## config.mk

```make
export PLATFORM = sky130hd
export DESIGN_NAME = pkt_txbuf
export DESIGN_NICKNAME = d
export VERILOG_FILES = /design/src/rtl/pkt_txbuf_pkg.sv /design/src/rtl/pkt_txbuf_fifo.sv /design/src/rtl/pkt_txbuf_regs.sv /design/src/rtl/pkt_txbuf.sv
export SDC_FILE = /design/constraint.sdc
export NUM_CORES = 2
export LEC_CHECK = 0
export CORE_UTILIZATION = 45
export CTS_BUF_LIST = sky130_fd_sc_hd__clkbuf_4 sky130_fd_sc_hd__clkbuf_8
export DETAILED_ROUTE_END_ITERATION = 10
export GPL_TIMING_DRIVEN = 0
export PLACE_DENSITY = 0.61
export SETUP_SLACK_MARGIN = 0.3
export SLEW_MARGIN = 30
export SYNTH_ARGS = -nofsm -noshare
export SYNTH_HDL_FRONTEND = slang
export SYNTH_SLANG_ARGS = --single-unit
```

## constraint.sdc

```tcl
create_clock -name clk -period 5.6 [get_ports clk]
set_input_delay 0.56 -clock clk [delete_from_list [all_inputs] [get_ports clk]]
set_output_delay 0.56 -clock clk [all_outputs]
set_load 0.02 [all_outputs]
```

## src/rtl/pkt_txbuf_pkg.sv

```systemverilog
package pkt_txbuf_pkg;

    localparam int ADDR_W = 12;
    localparam int WORD_W = 32;

    localparam logic [ADDR_W-1:0] OFS_STATUS = 12'h204;
    localparam logic [ADDR_W-1:0] OFS_CONFIG = 12'h20C;
    localparam logic [ADDR_W-1:0] OFS_CTRL   = 12'h21C;
    localparam logic [ADDR_W-1:0] OFS_DPLAIN = 12'h220;
    localparam logic [ADDR_W-1:0] OFS_DSTALL = 12'h224;

    // status bit positions
    localparam int ST_READY = 0;
    localparam int ST_BLOCK = 1;
    localparam int ST_ABORT = 2;

    typedef struct packed {
        logic [WORD_W-1:0] data;
        logic              sop;
        logic              eop;
        logic [1:0]        pad;
    } txbuf_entry_t;

    function automatic logic [2:0] valid_bytes(input txbuf_entry_t e);
        return e.eop ? (3'd4 - {1'b0, e.pad}) : 3'd4;
    endfunction

endpackage

```

## src/rtl/pkt_txbuf_fifo.sv

```systemverilog
// Word queue; DEPTH must be a power of two.
module pkt_txbuf_fifo
    import pkt_txbuf_pkg::*;
#(
    parameter int DEPTH = 64,
    parameter int BLOCK = 8
) (
    input  logic         clk,
    input  logic         rst,
    input  logic         push,
    input  txbuf_entry_t push_entry,
    input  logic         pop,
    output txbuf_entry_t head,
    output logic         empty,
    output logic         full,
    output logic         room_block
);
    localparam int AW = $clog2(DEPTH);
    localparam int CW = AW + 1;

    txbuf_entry_t   mem [DEPTH];
    logic [CW-1:0]  wptr, rptr, level;

    assign level      = wptr - rptr;
    assign full       = (level == CW'(DEPTH));
    assign empty      = (level == '0);
    assign room_block = ((CW'(DEPTH) - level) >= CW'(BLOCK));
    assign head       = mem[rptr[AW-1:0]];

    always_ff @(posedge clk) begin
        if (rst) begin
            wptr <= '0;
            rptr <= '0;
        end else begin
            if (push) wptr <= wptr + 1'b1;
            if (pop)  rptr <= rptr + 1'b1;
        end
    end

    always_ff @(posedge clk) begin
        if (push) mem[wptr[AW-1:0]] <= push_entry;
    end


    no_overflow_chk: assert property (@(posedge clk) disable iff (rst) push |-> !full);

    level_bound_chk: assert property (@(posedge clk) disable iff (rst) level <= CW'(DEPTH));

endmodule

```

## src/rtl/pkt_txbuf_regs.sv

```systemverilog
// Host register window: decodes writes, builds queue entries, tracks abort.
module pkt_txbuf_regs
    import pkt_txbuf_pkg::*;
(
    input  logic              clk,
    input  logic              rst,
    input  logic [ADDR_W-1:0] host_addr,
    input  logic              host_write,
    input  logic [WORD_W-1:0] host_wdata,
    output logic [WORD_W-1:0] host_rdata,
    output logic              host_waitreq,
    input  logic              q_full,
    input  logic              q_room_block,
    output logic              push,
    output txbuf_entry_t      push_entry,
    output logic              fcs_en
);
    logic       eop_arm, abort_q, discard, sop_pending;
    logic [1:0] pad_arm;
    logic       wr_plain, wr_stall, wr_status, wr_cfg, wr_ctrl;
    logic       word_taken, overrun;

    assign wr_plain  = host_write && (host_addr == OFS_DPLAIN);
    assign wr_stall  = host_write && (host_addr == OFS_DSTALL);
    assign wr_status = host_write && (host_addr == OFS_STATUS);
    assign wr_cfg    = host_write && (host_addr == OFS_CONFIG);
    assign wr_ctrl   = host_write && (host_addr == OFS_CTRL);

    assign host_waitreq = wr_stall && q_full;
    assign word_taken   = wr_plain || (wr_stall && !q_full);
    assign overrun      = wr_plain && q_full;
    assign push         = word_taken && !overrun && !discard;

    always_comb begin
        push_entry      = '0;
        push_entry.data = host_wdata;
        push_entry.sop  = sop_pending;
        push_entry.eop  = eop_arm;
        push_entry.pad  = eop_arm ? pad_arm : 2'd0;
    end

    always_ff @(posedge clk) begin
        if (rst) begin
            fcs_en      <= 1'b0;
            eop_arm     <= 1'b0;
            pad_arm     <= 2'd0;
            abort_q     <= 1'b0;
            discard     <= 1'b0;
            sop_pending <= 1'b1;
        end else begin
            if (wr_cfg) fcs_en <= host_wdata[0];
            if (wr_ctrl) begin
                eop_arm <= host_wdata[0];
                pad_arm <= host_wdata[5:4];
            end
            if (wr_status && host_wdata[ST_ABORT]) abort_q <= 1'b0;
            if (word_taken) begin
                eop_arm <= 1'b0;
                pad_arm <= 2'd0;
                if (overrun) begin
                    abort_q     <= 1'b1;
                    discard     <= !eop_arm;
                    sop_pending <= 1'b1;
                end else if (discard) begin
                    if (eop_arm) discard <= 1'b0;
                end else begin
                    sop_pending <= eop_arm;
                end
            end
        end
    end

    always_comb begin
        host_rdata = '0;
        case (host_addr)
            OFS_STATUS: begin
                host_rdata[ST_READY] = !q_full;
                host_rdata[ST_BLOCK] = q_room_block;
                host_rdata[ST_ABORT] = abort_q;
            end
            OFS_CONFIG: host_rdata[0] = fcs_en;
            OFS_CTRL: begin
                host_rdata[0]   = eop_arm;
                host_rdata[5:4] = pad_arm;
            end
            default: host_rdata = '0;
        endcase
    end


    abort_sticky_chk: assert property (@(posedge clk) disable iff (rst)
        (abort_q && !(wr_status && host_wdata[ST_ABORT])) |=> abort_q);

    abort_on_overrun_chk: assert property (@(posedge clk) disable iff (rst)
        (wr_plain && q_full) |=> abort_q);

    stall_only_full_chk: assert property (@(posedge clk) disable iff (rst)
        host_waitreq |-> (q_full && !push));

    arm_clears_chk: assert property (@(posedge clk) disable iff (rst)
        (word_taken && !wr_ctrl) |=> (!eop_arm && pad_arm == 2'd0));

endmodule

```

## src/rtl/pkt_txbuf.sv

```systemverilog
module pkt_txbuf
    import pkt_txbuf_pkg::*;
#(
    parameter int DEPTH = 64,
    parameter int BLOCK = 8
) (
    input  logic              clk,
    input  logic              rst,
    input  logic [ADDR_W-1:0] host_addr,
    input  logic              host_write,
    input  logic [WORD_W-1:0] host_wdata,
    output logic [WORD_W-1:0] host_rdata,
    output logic              host_waitreq,
    output logic              out_valid,
    input  logic              out_ready,
    output logic [WORD_W-1:0] out_data,
    output logic              out_sop,
    output logic              out_eop,
    output logic [2:0]        out_bytes,
    output logic              out_fcs_en
);
    txbuf_entry_t push_entry, head;
    logic         push, q_empty, q_full, q_room_block;

    pkt_txbuf_regs u_regs (
        .clk          (clk),
        .rst          (rst),
        .host_addr    (host_addr),
        .host_write   (host_write),
        .host_wdata   (host_wdata),
        .host_rdata   (host_rdata),
        .host_waitreq (host_waitreq),
        .q_full       (q_full),
        .q_room_block (q_room_block),
        .push         (push),
        .push_entry   (push_entry),
        .fcs_en       (out_fcs_en)
    );

    pkt_txbuf_fifo #(.DEPTH(DEPTH), .BLOCK(BLOCK)) u_fifo (
        .clk        (clk),
        .rst        (rst),
        .push       (push),
        .push_entry (push_entry),
        .pop        (out_valid && out_ready),
        .head       (head),
        .empty      (q_empty),
        .full       (q_full),
        .room_block (q_room_block)
    );

    assign out_valid = !q_empty;
    assign out_data  = head.data;
    assign out_sop   = head.sop;
    assign out_eop   = head.eop;
    assign out_bytes = valid_bytes(head);


    bytes_range_chk: assert property (@(posedge clk) disable iff (rst)
        out_valid |-> (out_bytes != 3'd0 && out_bytes <= 3'd4));

    hold_stable_chk: assert property (@(posedge clk) disable iff (rst)
        (out_valid && !out_ready) |=> (out_valid && $stable(out_data) && $stable(out_eop)));

endmodule

```

==> results.json <==
{
  "area_growth_syn_to_layout_pct": 19.4,
  "initial_core_util_pct": 45.2,
  "detailedRoute.firstPassIterationCount": 8,
  "synthCells": 3641,
  "h_tree_depth": 5,
  "fin_setup_tns_ps": 0,
  "die_w_microns": 447,
  "timing.critical_path.to_type": "output port",
  "number_of_global_route_vias_before_repair": 44065,
  "synth_ff_type": "sky130_fd_sc_hd__edfxtp_1",
  "antenna_found_initial": 18,
  "detail_route.iter0.violations": 5528,
  "timing.clock.skew_ps": 70.3,
  "async_reset_ff_share_pct": 0,
  "tightestPinTransition_ps": 994,
  "via_count": 44023,
  "layout.cells.most_common_list": "sky130_fd_sc_hd__edfxtp_1 (2304), sky130_fd_sc_hd__mux4_2 (712), sky130_fd_sc_hd__clkbuf_8 (394), sky130_fd_sc_hd__buf_16 (139), sky130_fd_sc_hd__clkbuf_4 (130)",
  "dp_hpwl_microns": 166000,
  "final_layout_size_suffix_gt1_share_pct": 38.2,
  "fp-row-count": 163,
  "grt_util_met3_pct": 4.85,
  "cap_viol_max_count": 0,
  "place_inst": 6581,
  "fp.dieH_microns": 447,
  "design.core.area_sq_mm": 0.197,
  "cts.root.buffer_cell": "sky130_fd_sc_hd__clkbuf_8",
  "groute.usage.overall_pct": 25.1,
  "worstSkewPairLatency_ps": 1090,
  "power.ir.vdd_worst_v": 0.000245,
  "cp.required_ps": 5040,
  "ys_ff_latch": 2331,
  "run_status": "complete, no violations",
  "met2_usage_pct": 39.9,
  "drc_violations_left": 0,
  "cts_tree": "done",
  "synth_edf_count": 2304,
  "clock.fmax_mhz": 191,
  "period_utilisation_layout_pct": 93.6,
  "gp_routability_congestion": 0.823,
  "power.density_mw_per_mm2": 362,
  "layout.filler_cells": 14697,
  "grt_start_max_net_pins": 71,
  "syn_area_per_cell_sq_um": 24.5,
  "min_cycle_time_layout_ps": 5240,
  "critical_path_class": "flip-flop to output port",
  "rsz0062_at_grt": "yes",
  "hold_viol": 0,
  "final-max-slew-violation-count": 0,
  "mostFrequentLayoutCell": "sky130_fd_sc_hd__edfxtp_1",
  "setup-violations-final": 0,
  "numClockSinks": 2331,
  "ant_nets": 0,
  "timing.critical_path.arrival_ps": 4680,
  "finish.cell_count_without_fillers": 7271,
  "fin_nets": 4408,
  "total_leakage_power_nw": 33.3,
  "postRouteWirelength_microns": 248000,
  "global_route_wire_length_before_repair_microns": 343000,
  "io-pin-count": 120,
  "timing.critical_path.from_type": "flip-flop",
  "grt_remaining_overflow": 0,
  "avgRoutedWirePerCell_microns": 34.2,
  "cp_max_fo": 10,
  "tritoncts.num_buffers": 377,
  "postLayoutCoreUtil_pct": 54.0,
  "synth.yosys.warnings": 0,
  "clockBufferDepth": 4,
  "final_cell_area_sq_mm": 0.107,
  "met1_usage_pct": 34.5,
  "fp.dieArea_sq_mm": 0.200,
  "clkTransAtPathRegs_ps": 70,
  "globalRoute.busiestLayer": "met2",
  "seq_area_frac_synth_pct": 78.2,
  "synth.lib_cells_used.distinct": 56,
  "synthesis.area_sq_mm": 0.0892,
  "max-slew-margin-rel_pct": 33.7,
  "ratio_of_routed_vias_to_standard_cells": 6.05,
  "preCtsSetupSlack_ps": 222,
  "numPortBuffers": 92,
  "placed_cell_area_sq_mm": 0.0986,
  "postLayoutSetupSlackWorst_ps": 357,
  "hp_class": "primary input to flip-flop"
}
[worst max-delay path, stage by stage (launching register included)]
cell                              delay (ps)
sky130_fd_sc_hd__dfxtp_1                 330
sky130_fd_sc_hd__buf_2                   220
sky130_fd_sc_hd__buf_4                   290
sky130_fd_sc_hd__buf_6                   250
sky130_fd_sc_hd__clkbuf_4                310
sky130_fd_sc_hd__mux4_2                  360
sky130_fd_sc_hd__mux4_2                  590
sky130_fd_sc_hd__a22oi_2                 460
sky130_fd_sc_hd__nand2_1                 200
sky130_fd_sc_hd__clkdlybuf4s50_1         580
[stage by stage]
step,hold slack (ps),power (mW)
2_1_floorplan,440,22.7
3_3_place_gp,468,24.7
3_5_place_dp,488,24.8
4_1_cts,8.56,38.8
5_1_grt,49.5,39.7
6_report,58.8,38.6
[path summary, 6_finish.rpt]
path | startpoint | to | slack (ps) | cells after the start
hold / removal | host_wdata[26] | u_fifo.mem[1][30]$_DFFE_PP_ | 60 | 1
hold reg to reg | u_regs.pad_arm[1]$_SDFFE_PP0P_ | u_regs.pad_arm[1]$_SDFFE_PP0P_ | 490 | 2
setup / recovery | flip-flop | out_data[13] | 360 | 9
setup reg to reg | u_fifo.wptr[0]$_SDFFE_PP0P_ | u_fifo.mem[34][24]$_DFFE_PP_ | 560 | 13
[logic make-up (layout without fill, tap and decap cells)]
| logic type | after synthesis | after routing | synth area share (%) |
|---|---|---|---|
| adder cells (fa/ha/maj) | 10 | 10 | 0.149 |
| AO/OA/AOI/OAI | 121 | 121 | 0.971 |
| flip-flops | 2331 | 2331 | 78.2 |
| AND/OR/NAND/NOR | 210 | 210 | 1.14 |
| other | 1 | 31 | 0.00420 |
| buffers and inverters | 228 | 1188 | 1.29 |
| XOR/XNOR | 9 | 9 | 0.0884 |
| multiplexers | 731 | 731 | 18.2 |
[metal layers]
metal	vias up	part of all wire [%]
met1	23917	39
met5	-	0.039
met3	437	8.7
met2	2386	48
met4	14	3.6
li1	17269	-
[area by class of cell]
class / count / area (sq um) / share of cell area, %
multi-input combinational: 1108 / 19100 / 17.9
tap: 2640 / 3300 / 3.10
antenna: 4 / 10.0 / 0.00940
clock inverter: 165 / 908 / 0.853
buffer: 213 / 1600 / 1.50
clock buffer: 491 / 6110 / 5.73
timing repair buffer: 304 / 5750 / 5.39
inverter: 15 / 56.3 / 0.0529
sequential: 2331 / 69700 / 65.5
[registers in the layout (all words and copies together), names as in the netlist, named ones only]
| name | cells |
|---|---|
| u_fifo.mem | 2304 |
| u_fifo.rptr | 7 |
| u_fifo.wptr | 7 |
| u_regs.abort_q | 1 |
| u_regs.discard | 1 |
| u_regs.eop_arm | 1 |
| u_regs.fcs_en | 1 |
| u_regs.pad_arm | 2 |
| u_regs.sop_pending | 1 |
[timing repair]
| item | CTS | global route |
|---|---|---|
| gates cloned | 0 | 0 |
| pin swaps | 4 | 3 |
| endpoints found under the hold margin | 540 | 0 |
| hold buffers | 26 | 0 |
| setup endpoints to repair | 37 | 15 |
| gates resized for setup | 199 | 20 |
| buffers inserted | 0 | 2 |
[report_power, final]
group	leakage (nW)	total [mW]	switching, mW	internal (mW)
sequential	21.3	19.1	0.00643	19.1
clock	3.70	14.0	6.57	7.44
combinational	8.32	5.46	2.94	2.52
[synth_stat cells, drive strengths merged, types with 2 or more instances]
cell type | number | area, sq um
and3 | 6 | 37.5
a31oi | 5 | 31.3
buf | 130 | 783
and2 | 7 | 43.8
nand4b | 2 | 17.5
a211oi | 4 | 35.0
xnor2 | 6 | 52.6
ha | 9 | 113
inv | 15 | 56.3
o211a | 2 | 20.0
nand3 | 16 | 80.1
xor2 | 3 | 26.3
a21oi | 13 | 65.1
nand2 | 51 | 191
nor2 | 84 | 315
nor3 | 7 | 35.0
clkbuf | 83 | 312
edfxtp | 2304 | 69200
nor4b | 2 | 32.5
mux4 | 712 | 16000
a22oi | 68 | 510
nand4 | 11 | 106
nand3b | 2 | 15.0
mux2i | 12 | 120
dfxtp | 27 | 541
nor2b | 13 | 81.3
o21ai | 11 | 55.1
o22ai | 3 | 18.8
or2 | 4 | 25.0
mux2 | 7 | 78.8
a21o | 5 | 37.5
(Power assumes the default switching activity.)
